[config.mk]
export PLATFORM = sky130hd
export DESIGN_NAME = bus_idle_inserter
export DESIGN_NICKNAME = d
export VERILOG_FILES = /design/src/rtl/bii_pkg.sv /design/src/rtl/bii_cfg_regs.sv /design/src/rtl/bii_gap_calc.sv /design/src/rtl/bii_gap_timer.sv /design/src/rtl/bus_idle_inserter.sv
export SDC_FILE = /design/constraint.sdc
export NUM_CORES = 1
export LEC_CHECK = 0
export BUFFER_PORTS_ARGS = -buffer_cell sky130_fd_sc_hd__buf_2
export CAP_MARGIN = 20
export CORE_MARGIN = 2
export CORE_UTILIZATION = 47
export CTS_CLUSTER_SIZE = 25
export DETAILED_ROUTE_END_ITERATION = 16
export GPL_TIMING_DRIVEN = 0
export PLACE_DENSITY = 0.76
export SYNTH_ARGS = -nofsm -noshare
export SYNTH_HDL_FRONTEND = slang
export SYNTH_SLANG_ARGS = --single-unit
[constraint.sdc]
create_clock -name clk -period 1.6 [get_ports clk]
set_input_delay 0.32 -clock clk [delete_from_list [all_inputs] [get_ports clk]]
set_output_delay 0.32 -clock clk [all_outputs]
set_load 0.01 [all_outputs]
[src/rtl/bii_pkg.sv]
package bii_pkg;
  localparam int AREA_W    = 3;
  localparam int NUM_AREAS = 1 << AREA_W;
  localparam int CODE_W    = 2;
  localparam int CNT_W     = 2;
  localparam int REG_W     = 8;

  typedef logic [AREA_W-1:0] area_t;
  typedef logic [CODE_W-1:0] code_t;
  typedef logic [CNT_W-1:0]  cnt_t;

  // last accepted access
  typedef struct packed {
    logic  seen;
    area_t area;
    logic  write;
  } hist_t;

  // field value to idle count: codes below 2 both give one idle
  function automatic cnt_t code_to_idles(code_t c);
    if (c < code_t'(2)) return cnt_t'(1);
    return cnt_t'(c);
  endfunction
endpackage

[src/rtl/bii_cfg_regs.sv]
module bii_cfg_regs
  import bii_pkg::*;
(
  input  logic                            clk,
  input  logic                            rst_n,
  input  logic                            we,
  input  logic [REG_W-1:0]                wdata,
  output logic [REG_W-1:0]                rdata,
  output logic [NUM_AREAS-1:0][CODE_W-1:0] area_code,
  output logic [NUM_AREAS-1:0]            area_has
);
  code_t fld_a0, fld_a2, fld_a3;

  always_ff @(posedge clk) begin
    if (!rst_n) begin
      fld_a0 <= '1;
      fld_a2 <= '1;
      fld_a3 <= '1;
    end else if (we) begin
      fld_a3 <= wdata[7:6];
      fld_a2 <= wdata[5:4];
      fld_a0 <= wdata[1:0];
    end
  end

  assign rdata = {fld_a3, fld_a2, 2'b00, fld_a0};

  for (genvar a = 0; a < NUM_AREAS; a++) begin : g_area
    if (a == 0) begin : g_f0
      assign area_code[a] = fld_a0;
      assign area_has[a]  = 1'b1;
    end else if (a == 2) begin : g_f2
      assign area_code[a] = fld_a2;
      assign area_has[a]  = 1'b1;
    end else if (a == 3) begin : g_f3
      assign area_code[a] = fld_a3;
      assign area_has[a]  = 1'b1;
    end else begin : g_none
      assign area_code[a] = '0;
      assign area_has[a]  = 1'b0;
    end
  end
endmodule

[src/rtl/bii_gap_calc.sv]
module bii_gap_calc
  import bii_pkg::*;
(
  input  logic [NUM_AREAS-1:0][CODE_W-1:0] area_code,
  input  logic [NUM_AREAS-1:0]            area_has,
  input  hist_t                           prev,
  input  area_t                           nxt_area,
  input  logic                            nxt_write,
  output cnt_t                            need
);
  logic  switch_area;
  logic  rd_to_wr;
  cnt_t  prev_idles;

  assign switch_area = (prev.area != nxt_area);
  assign rd_to_wr    = !prev.write && nxt_write;
  assign prev_idles  = area_has[prev.area] ? code_to_idles(area_code[prev.area]) : '0;

  always_comb begin
    need = '0;
    if (prev.seen && (switch_area || rd_to_wr)) need = prev_idles;
  end
endmodule

[src/rtl/bii_gap_timer.sv]
module bii_gap_timer
  import bii_pkg::*;
(
  input  logic clk,
  input  logic rst_n,
  input  logic req_valid,
  input  cnt_t need,
  output logic req_ready,
  output logic idle_active,
  output logic fire
);
  cnt_t remain;
  logic waived;
  logic start_gap;

  assign start_gap   = req_valid && !waived && (remain == '0) && (need != '0);
  assign idle_active = (remain != '0) || start_gap;
  assign req_ready   = (remain == '0) && (waived || (need == '0));
  assign fire        = req_valid && req_ready;

  always_ff @(posedge clk) begin
    if (!rst_n) begin
      remain <= '0;
      waived <= 1'b0;
    end else begin
      if (remain != '0) remain <= remain - cnt_t'(1);
      else if (start_gap) begin
        remain <= need - cnt_t'(1);
        waived <= 1'b1;
      end
      if (fire) waived <= 1'b0;
    end
  end
endmodule

[src/rtl/bus_idle_inserter.sv]
module bus_idle_inserter
  import bii_pkg::*;
(
  input  logic             clk,
  input  logic             rst_n,
  input  logic             cfg_we,
  input  logic [REG_W-1:0] cfg_wdata,
  output logic [REG_W-1:0] cfg_rdata,
  input  logic             req_valid,
  output logic             req_ready,
  input  logic [AREA_W-1:0] req_area,
  input  logic             req_write,
  output logic             bus_start,
  output logic             idle_active
);
  logic [NUM_AREAS-1:0][CODE_W-1:0] area_code;
  logic [NUM_AREAS-1:0]             area_has;
  hist_t prev;
  cnt_t  need;
  logic  fire;

  bii_cfg_regs u_regs (
    .clk(clk), .rst_n(rst_n), .we(cfg_we), .wdata(cfg_wdata),
    .rdata(cfg_rdata), .area_code(area_code), .area_has(area_has)
  );

  bii_gap_calc u_calc (
    .area_code(area_code), .area_has(area_has), .prev(prev),
    .nxt_area(req_area), .nxt_write(req_write), .need(need)
  );

  bii_gap_timer u_timer (
    .clk(clk), .rst_n(rst_n), .req_valid(req_valid), .need(need),
    .req_ready(req_ready), .idle_active(idle_active), .fire(fire)
  );

  always_ff @(posedge clk) begin
    if (!rst_n) prev <= '0;
    else if (fire) prev <= '{seen: 1'b1, area: req_area, write: req_write};
  end

  assign bus_start = fire;
endmodule

# Yosys cells after proc, flatten, opt, wreduce, memory -nomap -nowiden
# Memory sizes are Yosys's and may differ from the RTL's. A register that Yosys moved wholly into a read port is not among the register bits.
# Index checks and enable logic that the tools add are counted.
[word_totals]
out_inout_bits = 11
ff_bits = 14
mem_count = 1
wordCells = 47
in_bits = 16
rom_bits = 8
[memory_table]
columns = ["name", "words", "width", "read_ports", "rd_ports_with_merged_regs", "write_ports", "line_no", "rtl"]
rows = [
  ["(no name shown)", 8, 1, 1, 1, 0, "bii_gap_calc.sv:17", "assign prev_idles = area_has[prev.area] ? code_to_idles(area_code[prev.area]) : '0;"],
]
[classes]
n_reduce_logical = 19
n_bitwise = 2
order_cmp = 2
n_addsub = 2
muxes = 12
n_eq_ne = 1
[ops]
columns = ["operator", "count"]
rows = [
  ["2-bit two-way mux", 7],
  ["1-bit logical AND", 7],
  ["2-bit binary-select mux with 3-bit select", 1],
  ["3-bit two-way mux", 2],
  ["2-bit nonzero test", 3],
  ["2-bit zero test", 2],
  ["3-bit by 4-bit less-than comparator with 1-bit output (second input constant)", 1],
  ["2-bit by 1-bit subtractor with 2-bit output (second input constant)", 2],
  ["1-bit logical OR", 3],
  ["3-bit != test", 1],
  ["1-bit zero test", 2],
  ["2-bit less-than comparator (second input constant)", 1],
  ["1-bit two-way mux", 2],
  ["1-bit inverter", 2],
  ["2-bit AND reduction", 1],
  ["2-bit OR reduction", 1],
]

# Longest topological paths before layout
[logic_depth]
depth_word = 13
mapped_depth = 6
mapped_depth_nobuf = 4

# Hierarchy
# From an unflattened synthesis, not the netlist that was laid out.
[unflattened]
hier_cells = 106
hier_area_um2 = 1058.5
[by_module_without_submodules]
columns = ["mod", "cells_per_inst", "area_per_inst_um2", "seq_area_each_um2", "n_inst"]
rows = [
  ["bii_cfg_regs", 47, 416.6, 120.1, 1],
  ["bii_gap_calc", 26, 286.5, 0.0, 1],
  ["bus_idle_inserter", 15, 183.9, 100.1, 1],
  ["bii_gap_timer", 18, 171.4, 60.1, 1],
]

# Least setup slack after synthesis
# Ideal clock, no wire load.
[synth_timing]
path_kind = "register -> output"
startpoint = "register prev[1] (netlist name)"
endpoint = "output port req_ready"
slack_ns = 0.159
t_required_ns = 1.280
arrival_ns = 1.121
stages_incl_launch_ff = 6
path_buffers = 2
path_cell_list = "dfxtp_1 > buf_6 > xnor2_2 > a41oi_2 > buf_6 > nor3_1"
[synth_via]
elab_chain_cells = 10
elab_cells_between_ends = 13
cone_classes = "1 x order compare; 1 x eq/ne; 6 x mux; 5 x reduce/logical"
[synth_lines]
columns = ["item", "line_no", "rtl"]
rows = [
  ["2-bit binary-select mux with 3-bit select", "bii_gap_calc.sv:17", ""],
  ["2-bit two-way mux (implied by the code)", "bii_gap_calc.sv:17", ""],
  ["2-bit less-than comparator", "bii_pkg.sv:21", "if (c < code_t'(2)) return cnt_t'(1);"],
  ["1-bit two-way mux", "bii_pkg.sv:21", ""],
  ["2-bit two-way mux", "bii_pkg.sv:22", "return cnt_t'(c);"],
  ["2-bit two-way mux", "bii_gap_calc.sv:17", ""],
  ["2-bit two-way mux *", "bii_gap_calc.sv:21", "if (prev.seen && (switch_area || rd_to_wr)) need = prev_idles;"],
  ["2-bit zero test *", "bii_gap_timer.sv:18", "assign req_ready = (remain == '0) && (waived || (need == '0));"],
  ["1-bit logical OR *", "bii_gap_timer.sv:18", ""],
  ["1-bit logical AND *", "bii_gap_timer.sv:18", ""],
  ["to (decl)", "bus_idle_inserter.sv:10", "output logic req_ready,"],
]
# Every way passes the cells marked *; elsewhere a longest branch is shown, timed or not. The select of a mux whose other input is x is not followed.

# Worst setup path in the final report
[layout_timing]
startpoint = "register prev[2] (netlist name)"
endpoint = "output port idle_active"
[layout_via]
elab_chain_cells = 10
elab_cells_between_ends = 13
cone_classes = "1 x order compare; 1 x eq/ne; 6 x mux; 5 x reduce/logical"
[layout_lines]
columns = ["item", "line_no", "rtl"]
rows = [
  ["2-bit binary-select mux with 3-bit select", "bii_gap_calc.sv:17", ""],
  ["2-bit two-way mux (implied by the code)", "bii_gap_calc.sv:17", ""],
  ["2-bit less-than comparator", "bii_pkg.sv:21", ""],
  ["1-bit two-way mux", "bii_pkg.sv:21", ""],
  ["2-bit two-way mux", "bii_pkg.sv:22", ""],
  ["2-bit two-way mux", "bii_gap_calc.sv:17", ""],
  ["2-bit two-way mux *", "bii_gap_calc.sv:21", ""],
  ["2-bit nonzero test *", "bii_gap_timer.sv:16", "assign start_gap = req_valid && !waived && (remain == '0) && (need != '0);"],
  ["1-bit logical AND *", "bii_gap_timer.sv:16", ""],
  ["1-bit logical OR *", "bii_gap_timer.sv:17", "assign idle_active = (remain != '0) || start_gap;"],
  ["to (decl)", "bus_idle_inserter.sv:14", "output logic idle_active"],
]
# Marks and branches as above.

==> impl_metrics.csv <==
group,metric,value,unit
place,place_hpwl,1.13,mm
final_layout,final_cell_mix,"buf_2 (21), nand2_1 (11), dfxtp_1 (11), mux2i_1 (8), buf_4 (8)",
floorplan,ios,27,
synthesis,ys_warn_count,0,
critical_path,path_class,"reg -> out",
flow_run,maxCapViolCount,0,
timing,min_period_over_period,105,%
synthesis,synth_seq_area_share,40.1,%
cts,holdBufCountCts,0,
timing,finalCriticalPeriod,1.69,ns
global_routing,antenna_found_initial,0,
synthesis,syn_inst,85,
cts,cts.sinks,15,
global_routing,grt_pass1_wl,2.85,mm
global_routing,grtUsageMet1,24.9,%
drt,first_iter_violations,10,
floorplan,core-area,1510,sq um
timing,setup_viol,3,
synthesis,ys_seq_elements,15,
critical_path,start_kind,"register",
timing,hold_slack,0.241,ns
timing,rsz0062_at_grt,"true",
floorplan,die_area,1930,sq um
cts,cts_buffer_depth,2,
final_layout,fin_nets,133,
floorplan,die_y,43.9,um
global_routing,top_usage_layer,"met2",
final_layout,layout_commonest_cell,"buf_2",
timing,hold_viol,0,
drt,vias_per_cell,5.33,
hold_path,hold_class,"in -> reg",
critical_path,required,1.28,ns
synthesis,syn_avg_cell_area,8.80,sq um
global_routing,grt_max_degree,11,
synthesis,synth_area,748,sq um
place,place_ws,-0.0298,ns
place,gp_congestion,0.782,
status,status,"complete, but fails checks",
final_layout,antenna_cells,0,
floorplan,initial_core_util,49.7,%
timing,fin_ws,-0.0864,ns
cts,cts.htree.levels,1,
place,io_buffers,21,
pwr,pwr_density_cell,866,nW/um^2
cts,cts_tree,"built",
global_routing,use_met2,33.8,%
timing,slew_viol_final,0,
critical_path,r2r_setup_slack,0.10,ns
cts,clk_latency,0.29,ns
drt,vias,703,
pwr,irDropWorstVdd,0.000564,V
critical_path,arrival,1.37,ns
global_routing,grt_pass1_vias,677,
final_layout,drive_above_1_share,40.5,%
drt,wl_per_cell,12.2,um
critical_path,cp-end-kind,"primary output",
drt,wirelength,1.61,mm
synthesis,synth_top_area_share,40.1,%
floorplan,row_count,14,
synthesis,yosysUniqueCellTypes,27,
drt,ant_nets,0,
cts,root_buffer,"clkbuf_4",
synthesis,synth_top_cell_by_area,"dfxtp_1",
critical_path,critPathMaxFanout,4,
drt,firstDrtPassIters,3,
drt,drcViolationCount,0,
cts,path_clk_slew,0.09,ns
critical_path,startpoint,"prev[2]",
hold_path,hp-start,"cfg_wdata[0]",
timing,fmax,593,MHz
global_routing,gr-total-overflow,0,
global_routing,grt_util_met3,2.50,%
global_routing,grt_use_total,19.9,%
synthesis,yosys-top-cells-area,"dfxtp_1 (40%), mux2i_1 (11%), nand2_1 (6.5%)",
pwr,leakage,0.000439,uW
status,violations,"negative setup slack",
critical_path,r2r-start,"prev[3]",
timing,finClkSkew,0.00400,ns
final_layout,area_growth,31.3,%
cts,numCtsBuffers,3,
floorplan,die_w,43.9,um
## synthesized netlist by cell type (all sizes together)
cell,number
dfxtp,15
nand2,13
mux2i,8
o21ai,8
a21oi,6
nand3b,5
buf,4
nor2,4
clkbuf,3
inv,3
or3b,3
xnor2,3
a2111oi,1
a41oi,1
and2,1
conb,1
nand2b,1
nand3,1
nand4b,1
nor3,1
o22ai,1
or3,1
## through the flow
step / total power [uW] / cell area (sq um) / utilization, % / instances / setup TNS (ns)
after floorplan: 548 / 752 / - / 86 / 0
after global placement: 601 / 877 / 58.2 / 123 / -0.00724
after detailed placement: 606 / 877 / 58.2 / 123 / -0.0301
after CTS: 844 / 953 / 63.3 / 130 / -0.196
after global routing: 902 / 982 / 65.2 / 132 / -0.380
final: 850 / 982 / 65.2 / 132 / -0.189
## routing by layer
metal,vias to the layer above,wire [um]
met5,-,0
met3,5,91
met2,21,775
met4,0,34
met1,324,713
li1,353,-
## where the power goes
| group | switching (uW) | leakage (uW) | total [uW] | internal [uW] |
|---|---|---|---|---|
| clock | 126 | 0.0000150 | 223 | 97.0 |
| sequential | 18.3 | 0.000126 | 416 | 398 |
| combinational | 103 | 0.000298 | 212 | 109 |
## final cells by class
class / instances / area [sq um]
sequential: 15 / 313
inverter: 3 / 11.3
buffer: 6 / 37.5
fill: 139 / 524
clock buffer: 4 / 26.3
timing repair buffer: 27 / 150
multi-input combinational: 61 / 424
tap: 16 / 20.0
## logic make-up (layout without fill, tap and decap cells)
| group | Yosys count | count (layout) | synth area share [%] |
|---|---|---|---|
| AOI/OAI and AO/OA | 17 | 17 | 14.0 |
| and+or+nand+nor | 31 | 31 | 22.1 |
| muxes | 8 | 8 | 10.7 |
| other | 1 | 2 | 0.501 |
| DFF | 15 | 15 | 40.1 |
| xor gates and xnor gates | 3 | 3 | 4.52 |
| buffers and inverters | 10 | 40 | 8.03 |
## flip-flops by register name (all words and copies together), names as in the netlist, named ones only
| register | flops |
|---|---|
| u_regs.fld_a2 | 2 |
| u_regs.fld_a3 | 2 |
| u_timer.remain | 2 |
| prev | 5 |
| u_timer.waived | 1 |
| u_regs.fld_a0 | 2 |
## what timing repair did
action,CTS,global route
pin swaps,4,1
setup buffers,4,2
setup endpoints to repair,3,3
resized for setup,9,4
## path summary, 6_finish.rpt
kind | cells past startpoint | endpoint
min | 3 | u_regs.fld_a0[0]
max | 6 | idle_active
max reg2reg | 6 | prev[2]
min reg2reg | 2 | u_timer.waived
## worst max-delay path, cell delays in order (launching register included)
cell and delay (ns):
dfxtp_4 0.37, xnor2_2 0.13, a41oi_2 0.23, buf_6 0.15
nand2_2 0.04, nand2_1 0.05, buf_2 0.12
No activity file was read; power rests on OpenSTA's default activity.
